[config.mk]
export PLATFORM = sky130hd
export DESIGN_NAME = addr_pin_decoder
export DESIGN_NICKNAME = d
export VERILOG_FILES = /design/src/rtl/apd_pkg.sv /design/src/rtl/apd_xfer_tracker.sv /design/src/rtl/apd_pin_classifier.sv /design/src/rtl/apd_group_rom.sv /design/src/rtl/addr_pin_decoder.sv
export SDC_FILE = /design/constraint.sdc
export NUM_CORES = 1
export LEC_CHECK = 0
export BUFFER_PORTS_ARGS = -buffer_cell sky130_fd_sc_hd__buf_2
export CORE_ASPECT_RATIO = 0.8
export CORE_UTILIZATION = 31
export CTS_BUF_LIST = sky130_fd_sc_hd__clkbuf_8
export DETAILED_ROUTE_END_ITERATION = 8
export GPL_TIMING_DRIVEN = 0
export HOLD_SLACK_MARGIN = 0.06
export PLACE_DENSITY = 0.55
export SYNTH_ARGS = -nofsm -noshare
export SYNTH_HDL_FRONTEND = slang
export SYNTH_SLANG_ARGS = --single-unit
[constraint.sdc]
create_clock -name clk -period 3.3 [get_ports clk]
set_input_delay 0.825 -clock clk [delete_from_list [all_inputs] [get_ports clk]]
set_output_delay 0.825 -clock clk [all_outputs]
set_load 0.02 [all_outputs]
[src/rtl/apd_pkg.sv]
package apd_pkg;

  typedef enum logic [1:0] {
    PIN_GND = 2'b00,
    PIN_VDD = 2'b01,
    PIN_SCL = 2'b10,
    PIN_SDA = 2'b11
  } pin_state_e;

  // Group-enable pair for one pin: bit 0 = lower group, bit 1 = upper group.
  function automatic logic [1:0] group_bits(input pin_state_e st);
    case (st)
      PIN_GND: group_bits = 2'b00;
      PIN_VDD: group_bits = 2'b11;
      PIN_SCL: group_bits = 2'b01;
      default: group_bits = 2'b10;
    endcase
  endfunction

endpackage

[src/rtl/apd_xfer_tracker.sv]
module apd_xfer_tracker (
  input  logic clk,
  input  logic rst,
  input  logic bus_start,
  input  logic bus_stop,
  output logic acc_clear,
  output logic acc_sample,
  output logic latch_now,
  output logic decode_valid
);

  logic open_q;
  logic valid_q;

  assign acc_clear    = bus_start;
  assign acc_sample   = open_q & ~bus_start & ~bus_stop;
  assign latch_now    = open_q & bus_stop;
  assign decode_valid = valid_q;

  always_ff @(posedge clk) begin
    if (rst) begin
      open_q  <= 1'b0;
      valid_q <= 1'b0;
    end else begin
      if (bus_start)
        open_q <= 1'b1;
      else if (bus_stop)
        open_q <= 1'b0;
      if (latch_now)
        valid_q <= 1'b1;
    end
  end

  AST_VALID_STICKY: assert property (@(posedge clk) disable iff (rst)
    valid_q |=> valid_q);

  AST_VALID_ON_STOP: assert property (@(posedge clk) disable iff (rst)
    $rose(valid_q) |-> $past(bus_stop));

endmodule

[src/rtl/apd_pin_classifier.sv]
module apd_pin_classifier
  import apd_pkg::*;
(
  input  logic       clk,
  input  logic       rst,
  input  logic       pin,
  input  logic       sda,
  input  logic       scl,
  input  logic       acc_clear,
  input  logic       acc_sample,
  input  logic       latch_now,
  input  logic       decode_valid,
  output logic [1:0] code
);

  logic       tracks_scl_q, tracks_sda_q;
  logic       scl_lo_q, scl_hi_q, sda_lo_q, sda_hi_q;
  logic [1:0] code_q;
  pin_state_e verdict;

  always_ff @(posedge clk) begin
    if (rst || acc_clear) begin
      tracks_scl_q <= 1'b1;
      tracks_sda_q <= 1'b1;
      scl_lo_q     <= 1'b0;
      scl_hi_q     <= 1'b0;
      sda_lo_q     <= 1'b0;
      sda_hi_q     <= 1'b0;
    end else if (acc_sample) begin
      tracks_scl_q <= tracks_scl_q & (pin == scl);
      tracks_sda_q <= tracks_sda_q & (pin == sda);
      scl_lo_q     <= scl_lo_q | ~scl;
      scl_hi_q     <= scl_hi_q | scl;
      sda_lo_q     <= sda_lo_q | ~sda;
      sda_hi_q     <= sda_hi_q | sda;
    end
  end

  always_comb begin
    if (tracks_scl_q && scl_lo_q && scl_hi_q)
      verdict = PIN_SCL;
    else if (tracks_sda_q && sda_lo_q && sda_hi_q)
      verdict = PIN_SDA;
    else if (pin)
      verdict = PIN_VDD;
    else
      verdict = PIN_GND;
  end

  always_ff @(posedge clk) begin
    if (rst)
      code_q <= 2'b00;
    else if (latch_now)
      code_q <= verdict;
    else if (!decode_valid)
      code_q <= {1'b0, pin};
  end

  assign code = code_q;

  AST_CODE_HOLD: assert property (@(posedge clk) disable iff (rst)
    (decode_valid && !latch_now) |=> $stable(code_q));

  AST_PROVISIONAL: assert property (@(posedge clk) disable iff (rst)
    (!decode_valid && !latch_now) |=> (code_q == {1'b0, $past(pin)}));

endmodule

[src/rtl/apd_group_rom.sv]
module apd_group_rom
  import apd_pkg::*;
#(
  parameter int unsigned NUM_PINS = 2
) (
  input  logic                  clk,
  input  logic                  rst,
  input  logic [2*NUM_PINS-1:0] idx,
  output logic [2*NUM_PINS-1:0] grp_en
);

  localparam int unsigned IDX_W  = 2 * NUM_PINS;
  localparam int unsigned DEPTH  = 1 << IDX_W;
  localparam int unsigned GROUPS = 2 * NUM_PINS;

  function automatic logic [GROUPS-1:0] build_entry(input logic [IDX_W-1:0] e);
    logic [GROUPS-1:0] r;
    r = '0;
    for (int p = 0; p < NUM_PINS; p++)
      r[2*p +: 2] = group_bits(pin_state_e'(e[2*p +: 2]));
    return r;
  endfunction

  logic [GROUPS-1:0] table_w [DEPTH];

  for (genvar e = 0; e < DEPTH; e++) begin : g_entry
    assign table_w[e] = build_entry(IDX_W'(e));
  end

  always_ff @(posedge clk) begin
    if (rst)
      grp_en <= '0;
    else
      grp_en <= table_w[idx];
  end

endmodule

[src/rtl/addr_pin_decoder.sv]
module addr_pin_decoder #(
  parameter int unsigned NUM_PINS   = 2,
  parameter int unsigned GROUP_SIZE = 4,
  parameter int unsigned ADDR_W     = 7,
  parameter int unsigned ADDR_BASE  = 5
) (
  input  logic                             clk,
  input  logic                             rst,
  input  logic [NUM_PINS-1:0]              addr_pin,
  input  logic                             sda,
  input  logic                             scl,
  input  logic                             bus_start,
  input  logic                             bus_stop,
  output logic [2*NUM_PINS-1:0]            pin_code,
  output logic                             decode_valid,
  output logic [ADDR_W-1:0]                slave_addr,
  output logic [2*NUM_PINS*GROUP_SIZE-1:0] pullup_en,
  output logic [2*NUM_PINS*GROUP_SIZE-1:0] default_lvl
);

  localparam int unsigned CODE_W = 2 * NUM_PINS;
  localparam int unsigned GROUPS = 2 * NUM_PINS;
  localparam int unsigned BASE_W = ADDR_W - CODE_W;

  logic acc_clear, acc_sample, latch_now, valid_w;
  logic [GROUPS-1:0] grp_en;

  apd_xfer_tracker u_tracker (
    .clk          (clk),
    .rst          (rst),
    .bus_start    (bus_start),
    .bus_stop     (bus_stop),
    .acc_clear    (acc_clear),
    .acc_sample   (acc_sample),
    .latch_now    (latch_now),
    .decode_valid (valid_w)
  );

  for (genvar p = 0; p < NUM_PINS; p++) begin : g_pin
    apd_pin_classifier u_cls (
      .clk          (clk),
      .rst          (rst),
      .pin          (addr_pin[p]),
      .sda          (sda),
      .scl          (scl),
      .acc_clear    (acc_clear),
      .acc_sample   (acc_sample),
      .latch_now    (latch_now),
      .decode_valid (valid_w),
      .code         (pin_code[2*p +: 2])
    );
  end

  apd_group_rom #(.NUM_PINS(NUM_PINS)) u_rom (
    .clk    (clk),
    .rst    (rst),
    .idx    (pin_code),
    .grp_en (grp_en)
  );

  // each group enable fans out to its ports, and the enabled ports default high.
  for (genvar g = 0; g < GROUPS; g++) begin : g_grp
    assign pullup_en[g*GROUP_SIZE +: GROUP_SIZE]   = {GROUP_SIZE{grp_en[g]}};
    assign default_lvl[g*GROUP_SIZE +: GROUP_SIZE] = {GROUP_SIZE{grp_en[g]}};
  end

  assign decode_valid = valid_w;
  assign slave_addr   = {BASE_W'(ADDR_BASE), pin_code};

endmodule

### Yosys cells after proc, flatten, opt, wreduce, memory -nomap -nowiden

Memory sizes are Yosys's and may differ from the RTL's. A register that Yosys moved wholly into a read port is not among the register bits.
Cells that the tools add are included.

* ROM bits: 64
* memories kept: 1
* output and inout port bits: 44
* flip-flop bits (word level): 18

* equal/unequal tests: 5
* mux-type cells: 12
* reduce and logical (&&, ||, !) cells: 10
* bitwise operators: 20

Memory list
* (name not given): words 16, width 4, read ports 1, clocked after Yosys merged registers in 1, wr ports 0, RTL line apd_group_rom.sv:34 `grp_en <= table_w[idx];`

Operators by type and width (count)
* 2-to-1 mux 2 bit: 8
* logical AND 1 bit: 8
* bitwise OR 1 bit: 8
* bitwise AND 1 bit: 7
* NOT 4 -> 5 bit: 1
* equality test 1 bit: 4
* 2-to-1 mux 1 bit: 4
* NOT 1 bit: 4
* inequality test 2 x 1 -> 1 bit (second input constant): 1
* nonzero test 2 bit: 1
* logical OR 1 bit: 1

### Longest topological paths before layout

Gate-level depths: netlist of run 1.

* word-level depth: 5
* depth in mapped cells: 4
* mapped depth without buffers: 3

### Modules after synthesis

A second synthesis of run 1 with hierarchy kept.

* cell total of the unflattened synthesis: 127
* area total of the unflattened synthesis: 1102.3 um^2

Modules (own cells, without submodules)
* apd_pin_classifier: instances 2, cells an instance 35, seq. area each 160.2 um^2, area each 310.3 um^2
* addr_pin_decoder: instances 1, cells an instance 37, seq. area each 0.0 um^2, area each 270.3 um^2
* apd_group_rom: instances 1, cells an instance 10, seq. area each 80.1 um^2, area each 117.6 um^2
* apd_xfer_tracker: instances 1, cells an instance 10, seq. area each 40.0 um^2, area each 93.8 um^2

### Least setup slack after synthesis of run 1

Ideal clock, no wire load.

* path type: input -> register
* start: input port bus_start
* end: register g_pin[0].u_cls.tracks_scl_q
* stages: 4
* library setup time: 0.133 ns
* data required time: 3.167 ns
* buffers on the path: 1
* data arrival time: 1.589 ns
* setup slack: 1.578 ns
* cells stage by stage: buf_2 or3b_4 o21ai_0 nand2_1

* word-level cells in the longest chain between the ends: 3
* elaborated cells on any way between the ends: 4

Ends and longest elaborated chain
* start: declaration: RTL line addr_pin_decoder.sv:12 `input logic bus_start,`
* NOT 1 bit: RTL line apd_xfer_tracker.sv:16 `assign acc_sample = open_q & ~bus_start & ~bus_stop;`
* bitwise AND 1 bit (2 in series): RTL line apd_xfer_tracker.sv:16
* end signal: assignment: RTL line apd_pin_classifier.sv:30 `tracks_scl_q <= tracks_scl_q & (pin == scl);`
* end: declaration: RTL line apd_pin_classifier.sv:16 `logic tracks_scl_q, tracks_sda_q;`

Parallel ways exist; a longest one is shown, timed or not.
A chain may end at the register's enable or synchronous reset.

### Final worst setup path of run 1

* start: register u_rom.grp_en[2]
* end: output port default_lvl[11]

RTL lines
* start: declaration: RTL line apd_group_rom.sv:9 `output logic [2*NUM_PINS-1:0] grp_en`
* end: declaration: RTL line addr_pin_decoder.sv:18 `output logic [2*NUM_PINS*GROUP_SIZE-1:0] default_lvl`

No word-level cell between the ends.

==> results of run 1 <==
-- stage by stage --
step	utilization (%)	cell area [um2]	power [mW]	setup slack, ns	hold WS, ns
floorplan	-	1100	0.385	1.58	0.431
global placement	42.9	1390	0.422	1.48	0.440
detailed placement	42.9	1390	0.424	1.42	0.458
CTS	45.1	1460	0.670	1.44	0.474
global route	45.1	1460	0.700	1.38	0.505
finish	45.1	1460	0.663	1.46	0.470
-- worst reg2reg max path, cell delays in order, from the launching register on --
cell     delay, ns
dfxtp_1       0.40
nor3b_1       0.54
a21oi_1       0.14
nor3_1        0.16
-- sequential cells by signal, summed over array words and instances (netlist names) --
name and count:
g_pin.u_cls.code 4, u_tracker.open_q 1, g_pin.u_cls.sda_lo_q 2, g_pin.u_cls.sda_hi_q 2
u_tracker.decode_valid 1, u_rom.grp_en 4, g_pin.u_cls.scl_hi_q 2, g_pin.u_cls.tracks_scl_q 2
g_pin.u_cls.tracks_sda_q 2, g_pin.u_cls.scl_lo_q 2
-- final cells by class --
class	instances	area [um2]
buffer	38	283
clock buffer	3	41.3
clock inverter	1	30.0
fill	320	1780
inverter	3	11.3
multi-input combinational	58	370
sequential	22	440
tap	40	50.0
timing repair buffer	47	235
-- Yosys cell counts --
master and count:
nand4_1 2, o21ai_1 1, buf_4 35, nor2_1 8
a221oi_1 2, a41oi_1 2, dfxtp_1 22, clkbuf_1 1
nand2_1 6, xnor2_1 6, a221oi_2 2, a41o_1 2
or3b_4 1, o21a_1 4, conb_1 2, and2_4 1
nor2b_1 2, inv_1 3, nor3b_1 1, nor3_1 4
a21boi_2 1, a21oi_1 7, buf_2 1, buf_6 1
o21ai_0 3
-- logic make-up (layout without fill, tap and decap cells) --
family          count (synthesis)  in the layout  synth area share (%)
flops                          22             22                  40.0
other cells                     2              3                 0.682
simple gates                   25             25                  11.4
buf+inv                        41             92                  26.7
compound gates                 24             24                  16.5
xor+xnor                        6              6                  4.77
-- per-layer routing --
layer | GRT usage [%] | vias to the layer above | wire length, um
met5 | 0 | - | 0
met3 | 4.55 | 0 | 252
met1 | 15.0 | 386 | 1080
met4 | 1.79 | 0 | 0
met2 | 18.9 | 48 | 926
li1 | - | 469 | -
-- worst paths after layout --
path	start	endpoint	slack (ns)	cells past startpoint
min reg2reg	g_pin[1].u_cls.tracks_sda_q	g_pin[1].u_cls.tracks_sda_q	0.47	2
max reg2reg	u_tracker.open_q	g_pin[1].u_cls.sda_hi_q	1.97	3
max	u_rom.grp_en[2]	default_lvl[11]	1.46	2
min	g_pin[1].u_cls.tracks_sda_q	g_pin[1].u_cls.tracks_sda_q	0.47	2
-- where the power goes --
| group | total (mW) | switching (mW) | internal [mW] |
|---|---|---|---|
| Clock | 0.246 | 0.0839 | 0.162 |
| Sequential | 0.284 | 0.0106 | 0.273 |
| Combinational | 0.133 | 0.0723 | 0.0609 |
==> run_results.csv, run 1 <==
group,metric,value,unit
floorplan,start_util,34.0,%
floorplan,die_w,68.6,um
floorplan,die_area,3800,um2
yosys,synthTopCellsByArea,"dfxtp_1 (40%), buf_4 (24%), xnor2_1 (4.8%), a21oi_1 (3.2%), a221oi_2 (2.7%)",
critical_path,start_kind,"register",
critical_path,path_cells,"buf_4 -> buf_2",
power_and_ir_drop,power_density,454,nW/um2
placed_design,place.port_buffers,47,
detailed_routing,first_pass_iters,4,
sta,maxSlewHeadroom,59.3,%
global_routing,antenna_found_initial,0,
detailed_routing,ant_nets,0,
layout,area_delta_synth_final,32.7,%
sta,hold_viol,0,
placed_design,hpwl,1710,um
layout,final_common_cell,"buf_2",
clock_network,cts_setup_buffers,0,
layout,layout.nets,181,
clock_network,cts_tree,"yes",
worst_hold_path,hold_path_class,"reg2reg",
yosys,ys_seq_area_share,40.0,%
clock_network,cts-root-buf,"clkbuf_8",
critical_path,path_buf_inv,2,
critical_path,cp-end-kind,"output port",
yosys,syn_inst,120,
global_routing,grt_max_degree,14,
clock_network,htree_levels,1,
sta,max_slew.worst_pin.slew,0.609,ns
sta,grt_setup_unrepaired,"false",
placed_design,post-place-cells,208,
yosys,netlist_area,1100,um2
critical_path,cp.arrival,1.01,ns
sta,fin_tns_setup,0,ns
yosys,yosys.area.top_type,"dfxtp_1",
critical_path,cp_top_family,"flip-flops",
floorplan,die_y,55.3,um
detailed_routing,wl_per_cell,10.7,um
critical_path,critical_path_class,"reg2out",
clock_network,numCtsBuffers,3,
sta,fin_crit_sh,55.7,%
yosys,synth_seq_cells,22,
layout,final_layout_size_suffix_gt1_share,54.1,%
detailed_routing,dr.first_iter.drc_count,23,
clock_network,cts.sinks,22,
clock_network,cts_buffer_depth,2,
floorplan,rows,18,
sta,fmax,544,MHz
critical_path,cp_slowest_stage_delay,0.46,ns
sta,finalSetupViolCount,0,
yosys,synth_cell_types,25,
critical_path,required,2.47,ns
clock_network,ctsResizeCount,0,
yosys,yosys_warnings,0,
sta,skew,0.00472,ns
global_routing,grt.total_usage,11.8,%
power_and_ir_drop,vdd_drop_max,325,uV
clock_network,clkTransAtPathRegs,0.08,ns
layout,antenna_cells,0,
floorplan,core,3240,um2
clock_network,worst_skew_pair.late_latency,0.26,ns
layout,final_cell_mix,"buf_2 (48), buf_4 (35), dfxtp_1 (22), nor2_1 (8), a21oi_1 (7)",
critical_path,path_max_fanout,8,
floorplan,io_pins,52,
detailed_routing,num_vias,903,
sta,drv_slew,0,
detailed_routing,drt-total-wl,2260,um
layout,finalNonFillerCells,212,
detailed_routing,remaining_drc_errors,0,
job,maxCapViolCount,0,
detailed_routing,via_per_inst,4.26,
global_routing,grt_pass1_vias,719,
global_routing,overflow,0,
yosys,yosys.area.top_type_share,40.0,%
yosys,avgSynthCellArea,9.18,um2
sta,finalCriticalPeriod,1.84,ns
power_and_ir_drop,p_leak,0.765,nW
placed_design,gp_congestion,0.772,
run_status,outcome,"finished, final reports clean",
global_routing,grt_pass1_wl,3300,um
critical_path,slowest_stage,"dfxtp_1",
clock_network,cts_hold_buf,0,
No activity file was read; power rests on OpenSTA's default activity.
==> run 2: changes to the inputs <==
Settings changed: PLACE_DENSITY 0.55 to 0.57.
Clock period 3.3 ns to 1.6 ns, I/O delays scaled along.
==> run_results.csv, run 2 (synthesized netlist as in run 1, its figures left out) <==
group,metric,value,unit
run_status,outcome,"finished, final reports clean",
floorplan,die_w,68.6,um
sta,max_slew.worst_pin.slew,0.577,ns
power_and_ir_drop,p_leak,0.758,nW
global_routing,grt.total_usage,12.3,%
global_routing,gr-usage-met1,17.1,%
layout,final_cell_mix,"buf_2 (48), buf_4 (35), dfxtp_1 (22), nor2_1 (8), a21oi_1 (7)",
clock_network,clkTransAtPathRegs,0.08,ns
worst_hold_path,hold_path_class,"in2reg",
placed_design,hpwl,1710,um
clock_network,cts_tree,"yes",
global_routing,grt_max_degree,13,
global_routing,grt_pass1_vias,754,
layout,fin_util,44.6,%
job,maxCapViolCount,0,
layout,antenna_cells,0,
clock_network,worst_skew_pair.late_latency,0.26,ns
critical_path,cp-startpoint,"g_pin[0].u_cls.code[0]",
sta,grt_setup_unrepaired,"false",
detailed_routing,drt-total-wl,2250,um
detailed_routing,remaining_drc_errors,0,
power_and_ir_drop,power_density,864,nW/um2
critical_path,rr_startpoint,"u_tracker.open_q",
floorplan,die_area,3800,um2
detailed_routing,via_per_inst,4.37,
clock_network,cts_hold_buf,0,
critical_path,rr_worst_depth,3,
detailed_routing,wl_per_cell,10.6,um
global_routing,grt_pass1_wl,3620,um
global_routing,met3_usage,3.72,%
critical_path,reg2reg_to,"g_pin[1].u_cls.scl_hi_q",
layout,seq_area,440,um2
clock_network,ctsResizeCount,0,
layout,layout.nets,181,
detailed_routing,num_vias,926,
clock_network,cts-root-buf,"clkbuf_8",
layout,area_delta_synth_final,31.3,%
floorplan,start_util,34.0,%
sta,skew,0.00248,ns
sta,fin_tns_setup,0,ns
critical_path,start_kind,"register",
clock_network,htree_levels,1,
critical_path,reg2reg_slack,0.33,ns
floorplan,die_y,55.3,um
global_routing,antenna_found_initial,0,
layout,fillers,315,
clock_network,cts_buffer_depth,2,
clock_network,cts_setup_buffers,0,
sta,hold_viol,0,
global_routing,met2_usage,18.9,%
sta,maxSlewHeadroom,61.5,%
clock_network,numCtsBuffers,3,
layout,final_common_cell,"buf_2",
clock_network,cts.sinks,22,
layout,multi_input_area,370,um2
sta,drv_slew,0,
floorplan,rows,18,
sta,fmax,711,MHz
detailed_routing,ant_nets,0,
critical_path,critical_path_class,"reg2out",
sta,finalSetupViolCount,0,
worst_hold_path,holdPathStages,2,
layout,final_layout_size_suffix_gt1_share,54.1,%
sta,fin_crit_sh,87.8,%
critical_path,cp-end-kind,"output port",
critical_path,required,1.20,ns
worst_hold_path,min_to,"u_rom.grp_en[3]",
placed_design,place.port_buffers,47,
critical_path,path_max_fanout,6,
sta,finalCriticalPeriod,1.41,ns
detailed_routing,dr.first_iter.drc_count,16,
placed_design,gp_congestion,0.763,
power_and_ir_drop,vdd_drop_max,591,uV
global_routing,overflow,0,
critical_path,cp.arrival,1.01,ns
worst_hold_path,holdCritStartpoint,"rst",
floorplan,io_pins,52,
power_and_ir_drop,power,1.25,mW
global_routing,grt_most_used_layer,"met2",
detailed_routing,first_pass_iters,4,
floorplan,core,3240,um2
==> run 2: area by class of cell <==
| cell class | instances | area share (%) |
|---|---|---|
| Buffer | 38 | 19.6 |
| Clock buffer | 4 | 3.81 |
| Inverter | 3 | 0.779 |
| Multi-Input combinational cell | 58 | 25.6 |
| Sequential cell | 22 | 30.5 |
| Tap cell | 40 | 3.46 |
| Timing Repair Buffer | 47 | 16.3 |
==> run 2: power by group <==
part	switching [mW]	internal, mW	total [mW]
Combinational	0.147	0.126	0.273
Sequential	0.0229	0.564	0.587
Clock	0.170	0.219	0.389
Total	0.340	0.908	1.25
==> run 2: worst max-delay path: stages (launching register included) <==
cell     delay (ns)
dfxtp_1        0.45
buf_4          0.15
buf_2          0.15
==> run 2: how the worst max path moves through the flow <==
| stage | endpoint | cells past startpoint | slack (ns) |
|---|---|---|---|
| 2_1_floorplan | g_pin[0].u_cls.tracks_scl_q | 4 | 0.30 |
| 3_3_place_gp | g_pin[1].u_cls.sda_hi_q | 4 | 0.21 |
| 3_5_place_dp | g_pin[0].u_cls.tracks_scl_q | 4 | 0.18 |
| 4_1_cts | default_lvl[1] | 2 | 0.17 |
| 5_1_grt | default_lvl[2] | 2 | 0.1 |
| 6_report | slave_addr[0] | 2 | 0.19 |
==> run 2: per-stage QoR <==
step	setup slack [ns]	cell area, um2	hold WS (ns)	instances
final	0.194	1450	0.381	212
after global routing	0.0955	1450	0.397	212
after floorplan	0.303	1100	0.431	121
after CTS	0.170	1450	0.387	212
after detailed placement	0.178	1390	0.463	208
after global placement	0.210	1390	0.441	208
==> run 2: per-layer routing <==
metal	part of all wire [%]	vias up	wire length, um
met1	46	396	1040
met5	0	-	0
li1	-	474	-
met2	42	54	946
met3	11	2	249
met4	0.27	0	6
